<file path="src/rtl/isqrt_pkg.sv">
package isqrt_pkg;
  // width of the per-row subtract datapath
  function automatic int row_w(input int n);
    return n + 2;
  endfunction

  // width of the remainder (max 2*root)
  function automatic int rem_w(input int n);
    return n + 1;
  endfunction
endpackage

</file>
<file path="src/rtl/isqrt_csm_cell.sv">
module isqrt_csm_cell (
  input  logic x_i,
  input  logic y_i,
  input  logic b_i,
  input  logic u_i,
  output logic d_o,
  output logic bo_o
);
  logic diff;

  assign diff = x_i ^ y_i ^ b_i;
  assign bo_o = (~x_i & y_i) | (~x_i & b_i) | (y_i & b_i);
  assign d_o  = u_i ? diff : x_i;
endmodule

</file>
<file path="src/rtl/isqrt_row.sv">
module isqrt_row #(
  parameter int N = 4
) (
  input  logic                            valid_i,
  input  logic [isqrt_pkg::rem_w(N)-1:0]  rem_i,
  input  logic [1:0]                      pair_i,
  input  logic [N-1:0]                    root_i,
  output logic [isqrt_pkg::rem_w(N)-1:0]  rem_o,
  output logic                            bit_o
);
  localparam int W  = isqrt_pkg::row_w(N);
  localparam int RW = isqrt_pkg::rem_w(N);

  logic [W-1:0] x;
  logic [W-1:0] y;
  logic [W-1:0] d;
  logic [W:0]   bc;
  logic         u;

  // remainder top bit is always 0 at a row input
  assign x     = {rem_i[RW-2:0], pair_i};
  assign y     = {root_i, 2'b01};
  assign bc[0] = 1'b0;
  assign u     = ~bc[W];

  for (genvar i = 0; i < W; i++) begin : g_cell
    isqrt_csm_cell u_cell (
      .x_i (x[i]),
      .y_i (y[i]),
      .b_i (bc[i]),
      .u_i (u),
      .d_o (d[i]),
      .bo_o(bc[i+1])
    );
  end

  assign rem_o = d[RW-1:0];
  assign bit_o = u;

  always_comb begin
    if (valid_i) begin

      borrow_decision_chk: assert (bit_o == (x >= y));

      rem_fits_chk: assert (rem_i[RW-1] == 1'b0);
    end
  end
endmodule

</file>
<file path="src/rtl/isqrt_pipe.sv">
module isqrt_pipe #(
  parameter int N = 4
) (
  input  logic                clk_i,
  input  logic                rst_ni,
  input  logic                in_valid_i,
  input  logic [2*N-1:0]      radicand_i,
  output logic                out_valid_o,
  output logic [N-1:0]        root_o,
  output logic [N:0]          rem_o
);
  localparam int RW = isqrt_pkg::rem_w(N);
  localparam int DW = 2 * N;
  localparam int CW = $clog2(N + 2) + 1;

  logic [N:0]            vld_s;
  logic [N:0][RW-1:0]    rem_s;
  logic [N:0][N-1:0]     root_s;
  logic [N:0][DW-1:0]    rad_s;

  assign vld_s[0]  = in_valid_i;
  assign rem_s[0]  = '0;
  assign root_s[0] = '0;
  assign rad_s[0]  = radicand_i;

  for (genvar k = 0; k < N; k++) begin : g_stage
    logic [RW-1:0] rem_n;
    logic          bit_n;

    isqrt_row #(.N(N)) u_row (
      .valid_i(vld_s[k]),
      .rem_i  (rem_s[k]),
      .pair_i (rad_s[k][DW-1 -: 2]),
      .root_i (root_s[k]),
      .rem_o  (rem_n),
      .bit_o  (bit_n)
    );

    always_ff @(posedge clk_i or negedge rst_ni) begin
      if (!rst_ni) vld_s[k+1] <= 1'b0;
      else         vld_s[k+1] <= vld_s[k];
    end

    always_ff @(posedge clk_i) begin
      rem_s[k+1]  <= rem_n;
      root_s[k+1] <= {root_s[k][N-2:0], bit_n};
      rad_s[k+1]  <= rad_s[k] << 2;
    end
  end

  assign out_valid_o = vld_s[N];
  assign root_o      = root_s[N];
  assign rem_o       = rem_s[N];

  // results in flight, counted from the ports
  logic [CW-1:0] inflight_q;
  always_ff @(posedge clk_i or negedge rst_ni) begin
    if (!rst_ni) inflight_q <= '0;
    else         inflight_q <= inflight_q + CW'(in_valid_i) - CW'(out_valid_o);
  end


  inflight_bound_chk: assert property (@(posedge clk_i) disable iff (!rst_ni)
    inflight_q <= CW'(N));


  no_orphan_out_chk: assert property (@(posedge clk_i) disable iff (!rst_ni)
    out_valid_o |-> inflight_q != '0);


  rem_bound_chk: assert property (@(posedge clk_i) disable iff (!rst_ni)
    out_valid_o |-> ({1'b0, rem_o} <= {1'b0, root_o, 1'b0}));


  reset_quiet_chk: assert property (@(posedge clk_i)
    !rst_ni |-> !out_valid_o);
endmodule

</file>
<file path="config.mk">
export PLATFORM = sky130hd
export DESIGN_NAME = isqrt_pipe
export DESIGN_NICKNAME = d
export VERILOG_FILES = /design/src/rtl/isqrt_pkg.sv /design/src/rtl/isqrt_csm_cell.sv /design/src/rtl/isqrt_row.sv /design/src/rtl/isqrt_pipe.sv
export SDC_FILE = /design/constraint.sdc
export NUM_CORES = 1
export LEC_CHECK = 0
export ABC_AREA = 1
export BUFFER_PORTS_ARGS = -buffer_cell sky130_fd_sc_hd__buf_2
export CORE_ASPECT_RATIO = 1.2
export CORE_MARGIN = 4
export CORE_UTILIZATION = 52
export DETAILED_ROUTE_END_ITERATION = 8
export PLACE_DENSITY = 0.75
export SKIP_LAST_GASP = 1
export SLEW_MARGIN = 20
export SYNTH_ARGS = -nofsm -noshare
export SYNTH_HDL_FRONTEND = slang
export SYNTH_SLANG_ARGS = --single-unit
</file>
<file path="constraint.sdc">
create_clock -name clk_i -period 5.15 [get_ports clk_i]
set_clock_uncertainty 0.2 [all_clocks]
set_input_delay 0.7725 -clock clk_i [delete_from_list [all_inputs] [get_ports clk_i]]
set_output_delay 0.7725 -clock clk_i [all_outputs]
set_load 0.02 [all_outputs]
</file>
==> impl_metrics.ini, run 1 <==
[clock_network]
clk_latency_ns = 0.34
cts_buffers = 5
cts-resized-gates = 0
root_buffer = clkbuf_4
cts_tree = yes
hold_buffers = 1
h-tree-depth = 2
cts.sinks = 41
path_clk_slew_ns = 0.10
post_cts_buffers = 0
cts_max_path_buffers = 2

[job]
drv_cap = 0

[hold_path]
hp-start = rad_s[21]
holdCritPathClass = flip-flop to flip-flop

[yosys]
syn_nets = 130
synthAdderAreaFrac_pct = 12.4
synth_compound_area_share_pct = 2.36
synthSimpleGateAreaFrac_pct = 9.66
synth_cell_types = 15
synth_top_family_by_area = adder cells
avgSynthCellArea_um2 = 11.5
ys_ff_latch = 41
yosys_warnings = 0
synth_mux_area_share_pct = 0
synthCells = 110
seq_area_frac_synth_pct = 66.2
synth_xor_area_share_pct = 1.38
synth_area_mm2 = 0.00127

[status]
status = finished clean

[cells_and_area]
fin_nets = 158
utilization_pct = 64.1
insertedDiodeCount = 0
final_layout_size_suffix_gt1_share_pct = 21.6
area_growth_pct = 16.4
multi_input_area_um2 = 328
fillers = 207
seq_area_um2 = 841

[pwr]
peakVddDrop_uv = 305
pwr-share-clk_pct = 22.6
combPwrFrac_pct = 22.0
p_leak_nw = 0.760
sequentialPowerShare_pct = 55.4
switching_share_pct = 28.9
p_int_mw = 0.490
switchingPower_mw = 0.199
powerDensity_mw_per_mm2 = 466

[worst_setup_path]
cpPeakStageDelay_ns = 0.47
crit_arrival_ns = 2.57
cp-start-kind = flip-flop
crit_buf_inv = 1
rr_startpoint = rad_s[30]
critPathKind = flip-flop to flip-flop
path_common_cell = fa_1
critPathMaxFanout = 10
end_kind = flip-flop
critical_path.top_delay_family = adder cells
slowest_stage = fa_1
path_cells = inv_1 -> ha_1 -> fa_1 -> fa_1 -> fa_1 -> nand2_4 -> o21ai_0
crit_start = rad_s[30]
required_ns = 5.16

[place]
io_buffers = 20
pre_cts_ws_ns = 2.58
dp_hpwl_um = 1240
place_congestion = 0.705

[route]
viasPerCell = 4.39
wl_um = 1550
drt_iter0_drc = 2
dr_total_vias = 746
routedWlPerCell_um = 9.12
route.detailed.drc = 0
ant_nets = 0
drtPass1Iterations = 2

[sta]
hold-worst-slack_ns = 0.135
final.period_utilization_pct = 49.6
setup_viol = 0
slew_headroom_pct = 87.1
setup_ws_ns = 2.60
period_needed_ns = 2.55
drv_slew = 0
tns_ns = 0
hold_viol_final = 0
fmax_mhz = 391
worst_pin_slew_ns = 0.192
rsz0062_at_grt = no

[floorplan]
die_h_um = 62.1
initial_core_util_pct = 55.1
dieArea_mm2 = 0.00330
die-width_um = 53.1
ios = 21
rows = 19
coreArea_mm2 = 0.00231

[grt]
grt_overflow = 0
grt_max_degree = 13
antenna_found_initial = 0
grt_use_total_pct = 12.1
grt_pass1_vias = 695
grt_pass1_wl_um = 2730
[cell usage in the layout, fill, tap and decap left out, drive strengths merged]
cell type,synthesis,layout
dfxtp,37,37
inv,27,27
buf,0,20
nand2,17,17
clkbuf,0,8
fa,6,6
o21ai,6,6
nand4,4,4
dfrtp,4,4
ha,3,3
xor2,2,2
nor2,2,2
nand3,1,1
or2,1,1
dlygate4sd3,0,1
[layout make-up]
class                           count  area share [%]
Inverter                           27            6.86
Sequential cell                    41            56.9
Clock buffer                        8            3.98
Tap cell                           31            2.62
Multi-Input combinational cell     42            22.2
Timing Repair Buffer               21            7.45
[synth_stat cells]
master | count | area share [%]
nand3_2 | 1 | 0.79
fa_1 | 6 | 9.5
nand2_4 | 1 | 0.89
ha_1 | 3 | 3.0
dfrtp_1 | 4 | 7.9
or2_2 | 1 | 0.49
nor2_1 | 2 | 0.59
inv_1 | 27 | 8.0
dfxtp_1 | 37 | 58
o21ai_1 | 3 | 1.2
nand2_1 | 15 | 4.4
o21ai_0 | 3 | 1.2
nand4_1 | 4 | 2.0
nand2_2 | 1 | 0.49
xor2_1 | 2 | 1.4
[logic make-up after synthesis]
logic type	Yosys count
adder cells (fa/ha/maj)	9
buffers and inverters	27
XOR/XNOR	2
flip-flops	41
AO/OA/AOI/OAI	6
AND/OR/NAND/NOR	25
[registers in the layout, summed over array words and instances, names as in the netlist]
name	flops
root_s	6
out_valid_o	1
root_o	4
rem_o	5
vld_s	3
rem_s	10
rad_s	12
[per-layer routing]
metal,up-vias,global-route usage [%],routed length [um]
met1,340,10.8,520
met2,23,19.4,835
met4,0,8.63,52
met3,5,7.18,142
met5,-,0,0
li1,378,-,-
[metrics by stage]
| stage | power (mW) | instances | cell area [um2] |
|---|---|---|---|
| finish | 0.689 | 170 | 1480 |
| global route | 0.736 | 170 | 1480 |
| CTS | 0.702 | 170 | 1480 |
| detailed placement | 0.545 | 161 | 1410 |
| global placement | 0.535 | 161 | 1410 |
| floorplan | 0.497 | 110 | 1270 |
[path summary, 6_finish.rpt]
path / to / slack (ns) / depth (start not counted)
setup / recovery: rem_o[2] / 2.60 / 7
hold / removal: rad_s[31] / 0.14 / 0
setup reg to reg: rem_o[2] / 2.60 / 7
hold reg to reg: rad_s[31] / 0.14 / 0
max in group asynchronous: vld_s[2] / 4.09 / 2
min in group asynchronous: vld_s[3] / 0.55 / 2
[power by group through the flow]
stage,clock network [mW],registers [mW],logic [mW]
floorplan,0,0.421,0.0757
global placement,0,0.388,0.147
detailed placement,0,0.391,0.155
CTS,0.163,0.383,0.156
global route,0.177,0.387,0.171
finish,0.156,0.382,0.152
Power figures use the tool's default switching activity.
==> run 2: changes to the inputs <==
--- a/config.mk
+++ b/config.mk
@@ -9,9 +9,9 @@
 export BUFFER_PORTS_ARGS = -buffer_cell sky130_fd_sc_hd__buf_2
 export CORE_ASPECT_RATIO = 1.2
 export CORE_MARGIN = 4
-export CORE_UTILIZATION = 52
+export CORE_UTILIZATION = 47
 export DETAILED_ROUTE_END_ITERATION = 8
-export PLACE_DENSITY = 0.75
+export PLACE_DENSITY = 0.71
 export SKIP_LAST_GASP = 1
 export SLEW_MARGIN = 20
 export SYNTH_ARGS = -nofsm -noshare
==> constraint.sdc (replaced) <==
create_clock -name clk_i -period 2.3 [get_ports clk_i]
set_clock_uncertainty 0.2 [all_clocks]
set_input_delay 0.345 -clock clk_i [delete_from_list [all_inputs] [get_ports clk_i]]
set_output_delay 0.345 -clock clk_i [all_outputs]
set_load 0.02 [all_outputs]
==> run 2 against run 1 <==
  * Worst setup slack got worse by 2.6 ns
  * Combinational power rose by 140%
  * Flip-flop and latch count did not move
  * Worst hold slack got worse by 0.015 ns
  * Sequential share of layout area fell by 4.9 points
  * Via count rose by 3.1%
  * First-iteration DRC count rose to 3.0 times the previous value
  * Clock power rose to 2.7 times the previous value
  * Critical path depth rose by 1
  * Register-to-register slack got worse by 2.6 ns
  * Wire length rose by 9.7%
  * Non-clock buffer count rose by 10
==> impl_metrics.ini, run 2 (same netlist as run 1, synthesis figures left out) <==
[status]
status = finished clean

[sta]
period_needed_ns = 2.26
setup_viol = 0
fmax_mhz = 442
worst_pin_slew_ns = 0.208
drv_slew = 0
tns_ns = 0
final.period_utilization_pct = 98.4
slew_headroom_pct = 86.1
hold_viol_final = 0
rsz0062_at_grt = yes

[floorplan]
ios = 21
die_h_um = 64.9
rows = 20
coreArea_mm2 = 0.00255
initial_core_util_pct = 49.8
dieArea_mm2 = 0.00360
die-width_um = 55.5

[pwr]
peakVddDrop_uv = 638
sequentialPowerShare_pct = 51.9
combPwrFrac_pct = 22.4
p_leak_nw = 0.811
switchingPower_mw = 0.465
p_int_mw = 1.18
powerDensity_mw_per_mm2 = 1020
switching_share_pct = 28.2
pwr-share-clk_pct = 25.7

[clock_network]
cts.sinks = 41
root_buffer = clkbuf_4
path_clk_slew_ns = 0.11
h-tree-depth = 2
post_cts_buffers = 0
cts_tree = yes
cts_max_path_buffers = 2
clk_latency_ns = 0.34
cts_buffers = 5

[cells_and_area]
largest_reg_flops = 12
final_cell_mix = dfxtp_1 (36), inv_1 (27), buf_2 (20)
final_common_cell = dfxtp_1
final_cell_area_mm2 = 0.00162
area_growth_pct = 27.4
insertedDiodeCount = 0
top_regs = rad_s (12), rem_s (10), root_s (6)
fillers = 233
final_layout_size_suffix_gt1_share_pct = 25.5
finalNonFillerCells = 182
seq_area_um2 = 842
multi_input_area_um2 = 345
largest-register = rad_s
fin_nets = 168

[worst_setup_path]
required_ns = 2.34
end_kind = flip-flop
critPathKind = flip-flop to flip-flop
critPathMaxFanout = 2
cp-start-kind = flip-flop
crit_arrival_ns = 2.30

[route]
wl_um = 1700
drt_iter0_drc = 6
dr_total_vias = 769
route.detailed.drc = 0
viasPerCell = 4.23
routedWlPerCell_um = 9.35
ant_nets = 0
drtPass1Iterations = 2

[place]
dp.cells = 164
dp_hpwl_um = 1300
placed_area_mm2 = 0.00142
place_congestion = 0.708
io_buffers = 20

[grt]
grt_pass1_wl_um = 3120
grt_pass1_vias = 780
grt_overflow = 0
grt_max_degree = 13
grt_use_total_pct = 11.7
antenna_found_initial = 0

[job]
drv_cap = 0

[hold_path]
holdCritPathClass = primary input to async pin
run 2: cell count changes in the layout (fill, tap and decap cells not counted), sizes merged:
cell	change
buf	+1
dlygate4sd3	+9
run 2: critical path: stages (launching register included):
cell and delay [ns]:
dfxtp_2 0.34, inv_1 0.04, ha_2 0.18, fa_2 0.37
fa_2 0.37, fa_2 0.53, inv_1 0.04, nand2_1 0.05
o21ai_1 0.05
run 2: area by class of cell:
type | instances | area share (%)
sequential | 41 | 52.0
multi-input combinational | 42 | 21.3
timing repair buffer | 31 | 12.8
inverter | 27 | 6.26
clock buffer | 8 | 4.95
tap | 33 | 2.55
run 2: metrics by stage:
| stage | util, % | total power, mW | setup WS (ns) | hold WS (ns) |
|---|---|---|---|---|
| floorplan | - | 1.12 | 0.0385 | -0.151 |
| global placement | 55.8 | 1.20 | 0.0185 | -0.0494 |
| detailed placement | 55.8 | 1.23 | -0.0521 | -0.0474 |
| CTS | 63.0 | 1.68 | 0.00283 | 0.0951 |
| global route | 63.4 | 1.76 | -0.0116 | 0.0907 |
| finish | 63.4 | 1.65 | 0.0377 | 0.120 |
run 2: worst paths after layout:
kind	from	end	slack [ns]	depth (start not counted)
max	rad_s[30]	rem_o[4]	0.04	8
max reg2reg	rad_s[30]	rem_o[4]	0.04	8
min	rst_ni	out_valid_o	0.12	2
min in group clk_i	rad_s[20]	rad_s[30]	0.13	0
max in group asynchronous	rst_ni	vld_s[2]	1.66	2
min reg2reg	rad_s[20]	rad_s[30]	0.13	0
run 2: timing repair:
action,4_1_cts,5_1_grt
hold buffers,10,0
endpoints found under the hold margin,13,0
gates resized for setup,2,3
pin swaps,1,5
endpoints found under the setup margin,5,4
run 2: power groups by stage:
stage	sequential, mW	clock, mW	combinational [mW]
finish	0.855	0.424	0.369
global route	0.871	0.473	0.414
CTS	0.857	0.448	0.372
detailed placement	0.873	0	0.358
global placement	0.869	0	0.333
floorplan	0.944	0	0.172
run 2: metal layers:
| metal | GRT usage [%] | vias to the layer above | wire, um |
|---|---|---|---|
| li1 | - | 396 | - |
| met1 | 10.3 | 351 | 569 |
| met2 | 21.4 | 20 | 971 |
| met3 | 6.37 | 2 | 137 |
| met4 | 5.47 | 0 | 23 |
| met5 | 0 | - | 0 |
==> run 3: changes to the inputs <==
--- a/config.mk
+++ b/config.mk
@@ -7,11 +7,14 @@
 export LEC_CHECK = 0
 export ABC_AREA = 1
 export BUFFER_PORTS_ARGS = -buffer_cell sky130_fd_sc_hd__buf_2
+export CELL_PAD_IN_SITES_DETAIL_PLACEMENT = 0
+export CELL_PAD_IN_SITES_GLOBAL_PLACEMENT = 1
 export CORE_ASPECT_RATIO = 1.2
 export CORE_MARGIN = 4
-export CORE_UTILIZATION = 47
+export CORE_UTILIZATION = 38
+export CTS_CLUSTER_DIAMETER = 200
 export DETAILED_ROUTE_END_ITERATION = 8
-export PLACE_DENSITY = 0.71
+export PLACE_DENSITY_LB_ADDON = 0.1
 export SKIP_LAST_GASP = 1
 export SLEW_MARGIN = 20
 export SYNTH_ARGS = -nofsm -noshare
==> run 3 against run 2 <==
  * Combinational power increased by 1%
  * Clock power increased by 10%
  * Utilization decreased by 11 points
  * Non-clock buffer count increased by 1
  * Sequential share of layout area decreased by 0.83 points
  * Die area increased by 20%
  * Clock-buffer cell count decreased by 1
  * Register-to-register slack improved by 0.04 ns
  * Worst hold slack improved by 0.0080 ns
  * Via count decreased by 0.65%
  * Cell count increased by 2.7%
  * Critical path type unchanged
==> impl_metrics.ini, run 3 (same netlist as run 1, synthesis figures left out) <==
[status]
status = finished clean

[cells_and_area]
largest_reg_flops = 12
area_growth_pct = 29.7
insertedDiodeCount = 0
fin_nets = 170
final_layout_size_suffix_gt1_share_pct = 27.2
final_cell_area_mm2 = 0.00165
utilization_pct = 52.5
largest-register = rad_s
final_cell_mix = dfxtp_1 (35), inv_1 (25), buf_2 (20)
final_common_cell = dfxtp_1
top_regs = rad_s (12), rem_s (10), root_s (6)

[worst_setup_path]
reg2reg_slack_ns = 0.07
required_ns = 2.33
end_kind = flip-flop
cp-start-kind = flip-flop
crit_arrival_ns = 2.26
critPathKind = flip-flop to flip-flop
critPathMaxFanout = 2

[place]
dp_hpwl_um = 1180
placed_area_mm2 = 0.00143
place_congestion = 0.719
io_buffers = 20

[clock_network]
root_buffer = clkbuf_4
clk_latency_ns = 0.33
path_clk_slew_ns = 0.11
cts_tree = yes
cts_max_path_buffers = 2
cts_buffers = 5
h-tree-depth = 2
cts.sinks = 41

[pwr]
switching_share_pct = 27.4
p_leak_nw = 0.820
switchingPower_mw = 0.465
combPwrFrac_pct = 22.1
p_total_mw = 1.69
powerDensity_mw_per_mm2 = 1030
sequentialPowerShare_pct = 50.3
pwr-share-clk_pct = 27.6
peakVddDrop_uv = 569
p_int_mw = 1.23

[route]
viasPerCell = 4.09
routedWlPerCell_um = 9.18
wl_um = 1720
drt_iter0_drc = 6
ant_nets = 0
dr_total_vias = 764
route.detailed.drc = 0
drtPass1Iterations = 2

[grt]
grt_pass1_vias = 741
grt_use_total_pct = 9.36
grt_overflow = 0
grt_pass1_wl_um = 2870
antenna_found_initial = 0
grt_max_degree = 13

[floorplan]
die_h_um = 71.3
coreArea_mm2 = 0.00314
ios = 21
dieArea_mm2 = 0.00434
initial_core_util_pct = 40.5
die-width_um = 60.8
rows = 22

[sta]
rsz0062_at_grt = yes
final.period_utilization_pct = 96.8
worst_pin_slew_ns = 0.187
drv_slew = 0
tns_ns = 0
period_needed_ns = 2.23
hold_viol_final = 0
setup_viol = 0
slew_headroom_pct = 87.5
fmax_mhz = 449

[job]
drv_cap = 0

[hold_path]
holdCritPathClass = primary input to async pin
==> run 3: routing by layer <==
metal	wire (um)	up-vias	share of wire [%]	track usage (%)
met4	45	0	2.6	6.51
li1	-	404	-	-
met3	133	6	7.7	4.86
met1	620	332	36	8.66
met2	918	22	53	15.3
met5	0	-	0	0
==> run 3: cell type report <==
| cell class | count | area, um2 |
|---|---|---|
| Sequential cell | 41 | 843 |
| Clock inverter | 1 | 30.0 |
| Tap cell | 36 | 45.0 |
| Timing Repair Buffer | 32 | 218 |
| Clock buffer | 7 | 55.1 |
| Inverter | 27 | 101 |
| Fill cell | 289 | 1490 |
| Multi-Input combinational cell | 43 | 354 |
==> run 3: timing repair <==
action / in CTS / in global routing
pin swaps: 5 / 4
gates resized for setup: 3 / 5
cloned: 1 / 0
setup buffers: 0 / 0
hold buffers: 11 / 0
hold endpoints to repair: 14 / 0
setup endpoints to repair: 5 / 1
==> run 3: path summary, 6_finish.rpt <==
check	start	endpoint	cells after the start
worst max-delay path	rad_s[30]	rem_o[4]	8
worst min-delay path	rst_ni	out_valid_o	2
worst max register to register	rad_s[30]	rem_o[4]	8
worst min register to register	rad_s[20]	rad_s[30]	0
max in group asynchronous	rst_ni	vld_s[3]	2
min in group clk_i	rad_s[20]	rad_s[30]	0
==> run 3: critical path, stage by stage, from the launching register on <==
cell	delay, ns
dfxtp_2	0.35
inv_2	0.04
ha_4	0.15
fa_2	0.35
fa_2	0.38
fa_2	0.53
inv_1	0.04
nand2_1	0.05
o21ai_1	0.05
==> run 3: stage by stage <==
step | cells | setup WS [ns] | hold WS (ns)
finish | 187 | 0.0730 | 0.128
global route | 187 | -0.00704 | 0.115
CTS | 187 | 0.0379 | 0.108
detailed placement | 167 | -0.0513 | -0.0452
global placement | 167 | -0.0156 | -0.0512
floorplan | 110 | 0.0385 | -0.151
==> run 3: power by group through the flow <==
stage,Combinational [mW],Sequential (mW),Clock (mW)
after floorplan,0.172,0.944,0
after global placement,0.338,0.869,0
after detailed placement,0.352,0.870,0
after CTS,0.380,0.854,0.489
after global routing,0.428,0.866,0.516
final,0.374,0.853,0.468
